`src/rtl/wdog_pkg.sv`:
```
package wdog_pkg;
    // configuration held by the write-once register
    typedef struct packed {
        logic window;   // bit 1: windowed service
        logic clk_bus;  // bit 0: count on every bus clock
    } wd_cfg_t;

    localparam logic [7:0] KEY_ARM  = 8'h55;
    localparam logic [7:0] KEY_FIRE = 8'hAA;
endpackage

```
`src/rtl/wdog_cfg.sv`:
```
module wdog_cfg
    import wdog_pkg::*;
(
    input  logic       clk,
    input  logic       rst_n,
    input  logic       cfg_wr,
    input  logic [1:0] cfg_bits,
    output wd_cfg_t    cfg
);
    typedef struct packed {
        wd_cfg_t    val;
        logic [1:0] lock;
    } cfg_st_t;

    cfg_st_t st_d, st_q;

    always_comb begin
        st_d = st_q;
        if (cfg_wr && !st_q.lock[0]) begin
            st_d.val.clk_bus = cfg_bits[0];
            st_d.lock[0]     = 1'b1;
        end
        if (cfg_wr && !st_q.lock[1]) begin
            st_d.val.window = cfg_bits[1];
            st_d.lock[1]    = 1'b1;
        end
    end

    always_ff @(posedge clk or negedge rst_n) begin
        if (!rst_n) st_q <= '0;
        else        st_q <= st_d;
    end

    assign cfg = st_q.val;

    // a locked bit never changes
    a_r2_clk_locked: assert property (@(posedge clk) disable iff (!rst_n)
        st_q.lock[0] |=> $stable(st_q.val.clk_bus));
    a_r2_win_locked: assert property (@(posedge clk) disable iff (!rst_n)
        st_q.lock[1] |=> $stable(st_q.val.window));
endmodule

```
`src/rtl/wdog_svc.sv`:
```
module wdog_svc
    import wdog_pkg::*;
(
    input  logic       clk,
    input  logic       rst_n,
    input  logic       svc_wr,
    input  logic [7:0] svc_data,
    output logic       svc_ok
);
    typedef struct packed {
        logic armed;
    } svc_st_t;

    svc_st_t st_d, st_q;

    always_comb begin
        st_d = st_q;
        if (svc_wr) st_d.armed = (svc_data == KEY_ARM);
    end

    always_ff @(posedge clk or negedge rst_n) begin
        if (!rst_n) st_q <= '0;
        else        st_q <= st_d;
    end

    assign svc_ok = svc_wr && st_q.armed && (svc_data == KEY_FIRE);

    // the first key byte arms the detector
    a_r6_arm: assert property (@(posedge clk) disable iff (!rst_n)
        (svc_wr && svc_data == KEY_ARM) |=> st_q.armed);
    // any other byte disarms it
    a_r7_break: assert property (@(posedge clk) disable iff (!rst_n)
        (svc_wr && svc_data != KEY_ARM) |=> !st_q.armed);
endmodule

```
`src/rtl/wdog_cnt.sv`:
```
module wdog_cnt #(
    parameter int SH1 = 5,
    parameter int SH2 = 8,
    parameter int SH3 = 13,
    localparam int CNT_W = SH3 + 1
) (
    input  logic       clk,
    input  logic       rst_n,
    input  logic       tick,
    input  logic [1:0] tmo_sel,
    input  logic       window,
    input  logic       svc_wr,
    input  logic       svc_ok,
    output logic       rst_req
);
    localparam logic [CNT_W-1:0] PER1 = CNT_W'(1) << SH1;
    localparam logic [CNT_W-1:0] PER2 = CNT_W'(1) << SH2;
    localparam logic [CNT_W-1:0] PER3 = CNT_W'(1) << SH3;

    typedef struct packed {
        logic [CNT_W-1:0] cnt;
        logic             req;
    } cnt_st_t;

    cnt_st_t          st_d, st_q;
    logic [CNT_W-1:0] per;
    logic [CNT_W-1:0] win_lo;
    logic [CNT_W-1:0] cnt_inc;
    logic             en;
    logic             early;

    always_comb begin
        unique case (tmo_sel)
            2'd1:    per = PER1;
            2'd2:    per = PER2;
            2'd3:    per = PER3;
            default: per = '0;
        endcase
    end

    assign en      = (tmo_sel != 2'd0);
    assign win_lo  = per - (per >> 2);
    assign cnt_inc = st_q.cnt + 1'b1;
    assign early   = window && (st_q.cnt < win_lo);

    always_comb begin
        st_d     = st_q;
        st_d.req = 1'b0;
        if (!en) begin
            st_d.cnt = '0;
        end else if (svc_wr && early) begin
            st_d.req = 1'b1;
            st_d.cnt = '0;
        end else if (svc_ok) begin
            st_d.cnt = '0;
        end else if (tick) begin
            if (cnt_inc >= per) begin
                st_d.req = 1'b1;
                st_d.cnt = '0;
            end else begin
                st_d.cnt = cnt_inc;
            end
        end
    end

    always_ff @(posedge clk or negedge rst_n) begin
        if (!rst_n) st_q <= '0;
        else        st_q <= st_d;
    end

    assign rst_req = st_q.req;

    // disabled watchdog stays quiet
    a_r4_disabled_quiet: assert property (@(posedge clk) disable iff (!rst_n)
        (tmo_sel == 2'd0) |=> !st_q.req);
    // a request always comes with a restarted count
    a_r5_req_restarts: assert property (@(posedge clk) disable iff (!rst_n)
        st_q.req |-> (st_q.cnt == '0));
    // early service write in window mode forces a request
    a_r9_early_write: assert property (@(posedge clk) disable iff (!rst_n)
        (en && svc_wr && window && st_q.cnt < win_lo) |=> st_q.req);
    // in-window key clears without a request
    a_r8_window_accept: assert property (@(posedge clk) disable iff (!rst_n)
        (en && svc_ok && window && st_q.cnt >= win_lo) |=> (!st_q.req && st_q.cnt == '0));
endmodule

```
`src/rtl/wdog_top.sv`:
```
module wdog_top
    import wdog_pkg::*;
#(
    parameter int ADDR_W   = 2,
    parameter int CFG_ADDR = 0,
    parameter int SVC_ADDR = 1,
    parameter int SH1      = 5,
    parameter int SH2      = 8,
    parameter int SH3      = 13
) (
    input  logic              clk,
    input  logic              rst_n,
    input  logic              wr_en,
    input  logic [ADDR_W-1:0] wr_addr,
    input  logic [7:0]        wr_data,
    input  logic              slow_tick,
    input  logic [1:0]        tmo_sel,
    output logic              rst_req
);
    wd_cfg_t cfg;
    logic    cfg_wr;
    logic    svc_wr;
    logic    svc_ok;
    logic    tick;

    assign cfg_wr = wr_en && (wr_addr == ADDR_W'(CFG_ADDR));
    assign svc_wr = wr_en && (wr_addr == ADDR_W'(SVC_ADDR));
    assign tick   = cfg.clk_bus ? 1'b1 : slow_tick;

    wdog_cfg u_cfg (
        .clk      (clk),
        .rst_n    (rst_n),
        .cfg_wr   (cfg_wr),
        .cfg_bits (wr_data[1:0]),
        .cfg      (cfg)
    );

    wdog_svc u_svc (
        .clk      (clk),
        .rst_n    (rst_n),
        .svc_wr   (svc_wr),
        .svc_data (wr_data),
        .svc_ok   (svc_ok)
    );

    wdog_cnt #(.SH1(SH1), .SH2(SH2), .SH3(SH3)) u_cnt (
        .clk     (clk),
        .rst_n   (rst_n),
        .tick    (tick),
        .tmo_sel (tmo_sel),
        .window  (cfg.window),
        .svc_wr  (svc_wr),
        .svc_ok  (svc_ok),
        .rst_req (rst_req)
    );
endmodule

```
`config.mk`:
```
export PLATFORM = sky130hd
export DESIGN_NAME = wdog_top
export DESIGN_NICKNAME = d
export VERILOG_FILES = /design/src/rtl/wdog_pkg.sv /design/src/rtl/wdog_cfg.sv /design/src/rtl/wdog_svc.sv /design/src/rtl/wdog_cnt.sv /design/src/rtl/wdog_top.sv
export SDC_FILE = /design/constraint.sdc
export NUM_CORES = 1
export LEC_CHECK = 0
export BUFFER_PORTS_ARGS = -buffer_cell sky130_fd_sc_hd__buf_4
export CORE_MARGIN = 5
export CORE_UTILIZATION = 30
export CTS_BUF_LIST = sky130_fd_sc_hd__clkbuf_2
export DETAILED_ROUTE_END_ITERATION = 7
export PLACE_DENSITY = 0.52
export SLEW_MARGIN = 20
export SYNTH_ARGS = -nofsm -noshare
export SYNTH_HDL_FRONTEND = slang
export SYNTH_SLANG_ARGS = --single-unit
```
`constraint.sdc`:
```
create_clock -name clk -period 6.7 [get_ports clk]
set_input_delay 0.335 -clock clk [delete_from_list [all_inputs] [get_ports clk]]
set_output_delay 0.335 -clock clk [all_outputs]
set_load 0.005 [all_outputs]
```
# [After elaboration in Yosys (flattened, before gate mapping)]
# Cells that the tools add are included.
[totals] ff_bits=20 input_bits=16 out_inout_bits=1 word_cells=40
[classes] addsub=2 magnitude_cmp=2 eq_ne=7 mux=10 n_reduce_logical=12
[op_table] cell="14-bit 2-to-1 mux" n=3
[op_table] cell="14-bit case mux with 3 select lines" n=1
[op_table] cell="15-bit 2-to-1 mux" n=2
[op_table] cell="14-bit by 1-bit adder with 14-bit output, second input constant" n=1
[op_table] cell="14-bit greater-or-equal comparator" n=1
[op_table] cell="14-bit < comparator" n=1
[op_table] cell="14-bit by 12-bit subtractor with 14-bit output" n=1
[op_table] cell="8-bit by 7-bit == test with 1-bit output, second input constant" n=1
[op_table] cell="8-bit == test, second input constant" n=1
[op_table] cell="1-bit logical AND" n=8
[op_table] cell="2-bit by 1-bit == test with 1-bit output, second input constant" n=2
[op_table] cell="2-bit == test, second input constant" n=2
[op_table] cell="1-bit 2-to-1 mux" n=4
[op_table] cell="4-bit != test, second input constant" n=1
[op_table] cell="1-bit logical NOT" n=2
[op_table] cell="2-bit logical NOT" n=1
[op_table] cell="2-bit nonzero test" n=1

# [Logic depth before layout (Yosys ltp)]
[depth] word_depth=8 ltp_mapped=15 ltp_nobuf=14

# [By module]
# From an unflattened synthesis, not the netlist that was laid out.
[unflattened] hier_cells=183 hier_area_um2=1646.6
[modules_own_cells] module="wdog_cnt" instances=1 cells_per_inst=159 area_each_um2=1336.3 seq_area_each_um2=375.4
[modules_own_cells] module="wdog_cfg" instances=1 cells_per_inst=12 area_each_um2=185.2 seq_area_each_um2=100.1
[modules_own_cells] module="wdog_svc" instances=1 cells_per_inst=9 area_each_um2=97.6 seq_area_each_um2=25.0
[modules_own_cells] module="wdog_top" instances=1 cells_per_inst=3 area_each_um2=27.5 seq_area_each_um2=0.0

# [Worst setup path before layout]
# No wires, ideal clock.
[synth_path] kind="register -> register" from="register u_cnt.st_q[1] (netlist bit)" to="register u_cnt.st_q[10] (netlist bit)" setup_ns=0.121 arrival_time_ns=2.686 required_time_ns=6.579 path_slack_ns=3.893 path_stages_with_launch=16 n_path_buf=1 synth_period_minus_slack_ns=2.807 path_cell_list="dfrtp_1 > ha_1 > nand3_2 > nor2_1 > nand3_1 > or2_2 > nand2_1 > ha_1 > nor2_1 > o211a_1 > and3_1 > o32a_2 > nand3_2 > buf_6 > o21bai_1 > a22o_1"
[synth_via] elab_chain_cells=7 elab_cells_between_ends=11 classes_between="add/sub (1); order compare (2); eq/ne (1); mux (5); reduce/logical (2)"
[synth_rtl] item="start: declaration" line="wdog_cnt.sv:25" source="cnt_st_t st_d, st_q;"
[synth_rtl] item="start signal: assignment" line="wdog_cnt.sv:68" source="else st_q <= st_d;"
[synth_rtl] item="14-bit by 1-bit adder with 14-bit output" line="wdog_cnt.sv:43" source="assign cnt_inc = st_q.cnt + 1'b1;"
[synth_rtl] item="14-bit greater-or-equal comparator" line="wdog_cnt.sv:57" source="if (cnt_inc >= per) begin"
[synth_rtl] item="14-bit 2-to-1 mux" line="wdog_cnt.sv:57"
[synth_rtl] item="15-bit 2-to-1 mux" line="wdog_cnt.sv:56" source="end else if (tick) begin"
[synth_rtl] item="14-bit 2-to-1 mux" line="wdog_cnt.sv:54" source="end else if (svc_ok) begin"
[synth_rtl] item="15-bit 2-to-1 mux" line="wdog_cnt.sv:51" source="end else if (svc_wr && early) begin"
[synth_rtl] item="14-bit 2-to-1 mux" line="wdog_cnt.sv:49" source="if (!en) begin"
# Several ways; a longest one is shown, not always the timed one. The select of a mux whose other input is x is not followed.
# A chain may end at the register's enable or synchronous reset.

# [Worst setup path in the final report]
# Same ends and word-level chain as after synthesis.

==> summary.md <==
| Metric | Value |
|---|---|
| Count leader, synth | nand2_1 |
| Cells resized by post-CTS repair | 0 |
| DIE AREA | 6430 sq um |
| Post-synthesis async set-or-reset flop share | 100% |
| Vias in the first global route | 1,307 |
| Syn Inst Count | 170 |
| Fill cells | 530 |
| Pin count of the biggest net entering global routing | 21 |
| Post-layout util | between 30% and 40% |
| Post-Syn Area | 1480 sq um |
| Initial DRT Pass Iterations | 4 |
| Starting Density | 31.1% |
| Global-route wire length before repair | 6180 microns |
| Max Cap Violations | 0 |
| Post-route ant nets | 0 |
| Leak Pwr | 0.758 nW |
| Synth unique cells | 49 |
| Vias per cell | 5.29 |
| Clk_skew | 4.47 ps |
| Warnings from Yosys | 0 |
| Max incr delay on CP | 590 ps |
| Max Slew Vio Count | 0 |
| Ports | 17 |
| Die width | around 80 microns |
| Crit-path leading delay family | simple AND/OR/NAND/NOR gates |
| Post-detail-place hpwl | 2790 microns |
| Top cells by area, synth | dfrtp_1, ha_1, nand2_1, o21ai_0, a21o_1 |
| Share of layout cells above drive strength 1 | 16.5% |
| Setup crit end kind | register |
| Design Power | 0.245 mW |
| TritonCTS Buffers | 3 |
| Core ar. | 4750 sq um |
| Port Buffer Count | 16 |
| Final setup violation count | 0 |
| Worst-path fanout max | 12 |
| Worst VDD drop | approximately 63 uV |
| Max Clk Rate | 301 MHz |
| Slowest cell on the critical path | dfrtp_1 |
| Worst-skew pair later-pin latency | between 300 and 400 ps |
| CTS tree | done |
| Worst path arrival time | 3590 ps |
| Post-synth top area cell | dfrtp_1 |
| Gr usage total | 12.1% |
| Standard-cell rows | 25 |
| Clock sink total | 20 |
| NumNets Final | 215 |
| GRT overflow | 0 |
| Commonest cells in the netlist | nand2_1, dfrtp_1, nor2_1 |
| CP required | 6970 ps |
| RSZ-0062 raised after global routing | false |
| Share of the synthesized area in the top cell type | approximately 34% |
| Post-Syn Nets | 196 |
| Final wirelength | 3740 microns |
| Gpl congestion | 0.841 |
| Clock Path Buffers | 2 |
| Clock slew at reported path FFs | roughly 230 ps |
| Vias | around 1,300 |
| Worst setup SP type | register |
| HP Class | in2reg |
| Drc violations | 0 |
| Post-synth top flop | dfrtp_1 |
| Tightest Pin Transition | 494 ps |
| Pwr Density | 145 nW/um^2 |
| Syn avg cell area | 8.70 sq um |
| CP cell instances | ha_1, nand3_2, nor2_1, nand3_1, or2_2, nand2_1, ha_1, nor2_1, o211a_1, and3_1, o32a_2, nand3_2, o21bai_1, a22o_1 |
| Slew margin rel. | 67.1% |
| Seq/Total Area, Yosys | 33.8% |
| Die H | 80.2 microns |
| Area grow syn2layout | 14.4% |
| N_diodes | 0 |
| Htree depth | 1 |
| Critical path type | reg2reg |
| Final worst path period need | ~3300 ps |
| Initial antenna violation count | 0 |
| Hold Vio Cnt, Final | 0 |
| Status | finished, final reports clean |
| Routed len/inst | about 15 microns |
| Fin crit share | between 40% and 50% |
| Post-synth EDFFs | 0 |
| Setup TNS | 0 ps |
| Root buf cell | clkbuf_2 |
| 1st-iter DRT viols | 97 |
| WP buf/inv | 0 |
| #FFs+latches synth | 20 |
[per-layer routing]
layer,track usage (%),vias to the layer above,wire length [microns]
li1,-,669,-
met2,18.4,26,1570
met5,0,-,0
met3,2.35,8,162
met4,3.89,0,69
met1,17.0,645,1930
[flip-flops by register name, indices dropped and copies added (netlist names)]
register       flops
u_cfg.cfg          2
u_cnt.st_q        14
u_cnt.rst_req      1
u_cfg.st_q         2
u_svc.st_q         1
[timing repair]
item,4_1_cts,5_1_grt
endpoints found under the hold margin,20,0
hold buffers,1,0
buffers inserted,0,0
[layout make-up]
type                    count  area, sq um  share of cell area, %
flip-flops and latches     20          500                   29.6
repair buffers             17          130                   7.69
multi-input cells         144          947                   56.0
well taps                  67         83.8                   4.96
clock inverters             1         3.75                  0.222
clock buffers               3         15.0                  0.888
inverters                   3         11.3                  0.666
[worst register-to-register path, cell delays in order (launching register included)]
cell and delay [ps]:
dfrtp_1 590, ha_1 350, nand3_2 230, nor2_1 220, nand3_1 150, or2_2 320, nand2_1 70, ha_1 140
nor2_1 50, o211a_1 110, and3_1 170, o32a_2 340, nand3_2 220, o21bai_1 110, a22o_1 180
[cell usage in the layout (no fill, tap or decap), types with 2 or more instances in the layout]
cell / instances
nand2_1: 26
dfrtp_1: 20
buf_4: 16
nor2_1: 14
o21ai_0: 12
ha_1: 10
a21o_1: 7
a21oi_1: 7
nor3_1: 5
or3_1: 4
nand2b_1: 4
and3_1: 4
nand3_2: 3
inv_1: 3
nand4_1: 3
nand3_1: 3
nor4_1: 3
o21bai_1: 3
a22o_1: 3
clkbuf_2: 3
and2_1: 2
or2_2: 2
or3b_2: 2
mux2_2: 2
nor4bb_1: 2
[final timing paths]
path                                        to  slack (ps)  cells after the start          start
worst max-delay path            u_cnt.st_q[10]        3380                     14  u_cnt.st_q[1]
worst min-delay path              u_cfg.cfg[0]         220                      2     wr_data[0]
worst max register to register  u_cnt.st_q[10]        3380                     14  u_cnt.st_q[1]
worst min register to register   u_cfg.st_q[0]         500                      1  u_cfg.st_q[0]
max in group asynchronous         u_cfg.cfg[1]        6120                      2          rst_n
min in group asynchronous       u_cnt.st_q[10]         370                      2          rst_n
[through the flow]
stage / hold WS (ps) / cells / area (sq um) / worst slack [ps]
5_1_grt: 196 / 255 / 1690 / 3110
6_report: 220 / 255 / 1690 / 3380
3_5_place_dp: 242 / 250 / 1660 / 3450
2_1_floorplan: 39.4 / 170 / 1480 / 3890
4_1_cts: 209 / 255 / 1690 / 3420
3_3_place_gp: 239 / 250 / 1660 / 3480
[power breakdown]
group	internal, mW	leakage, nW	total (mW)	switching [mW]
logic	0.0237	0.480	0.0512	0.0275
registers	0.127	0.264	0.137	0.00927
clock network	0.0130	0.0140	0.0575	0.0445
[kinds of logic (layout without fill, tap and decap cells)]
kind of cell / count (synthesis) / in the layout / synth area share, %
AO/OA/AOI/OAI: 43 / 43 / 19.6
flip-flops: 20 / 20 / 33.8
adder cells (fa/ha/maj): 10 / 10 / 8.46
multiplexers: 3 / 3 / 2.28
XOR/XNOR: 2 / 2 / 1.18
AND/OR/NAND/NOR: 86 / 86 / 32.5
buffers and inverters: 6 / 24 / 2.11
Power figures use the tool's default switching activity.
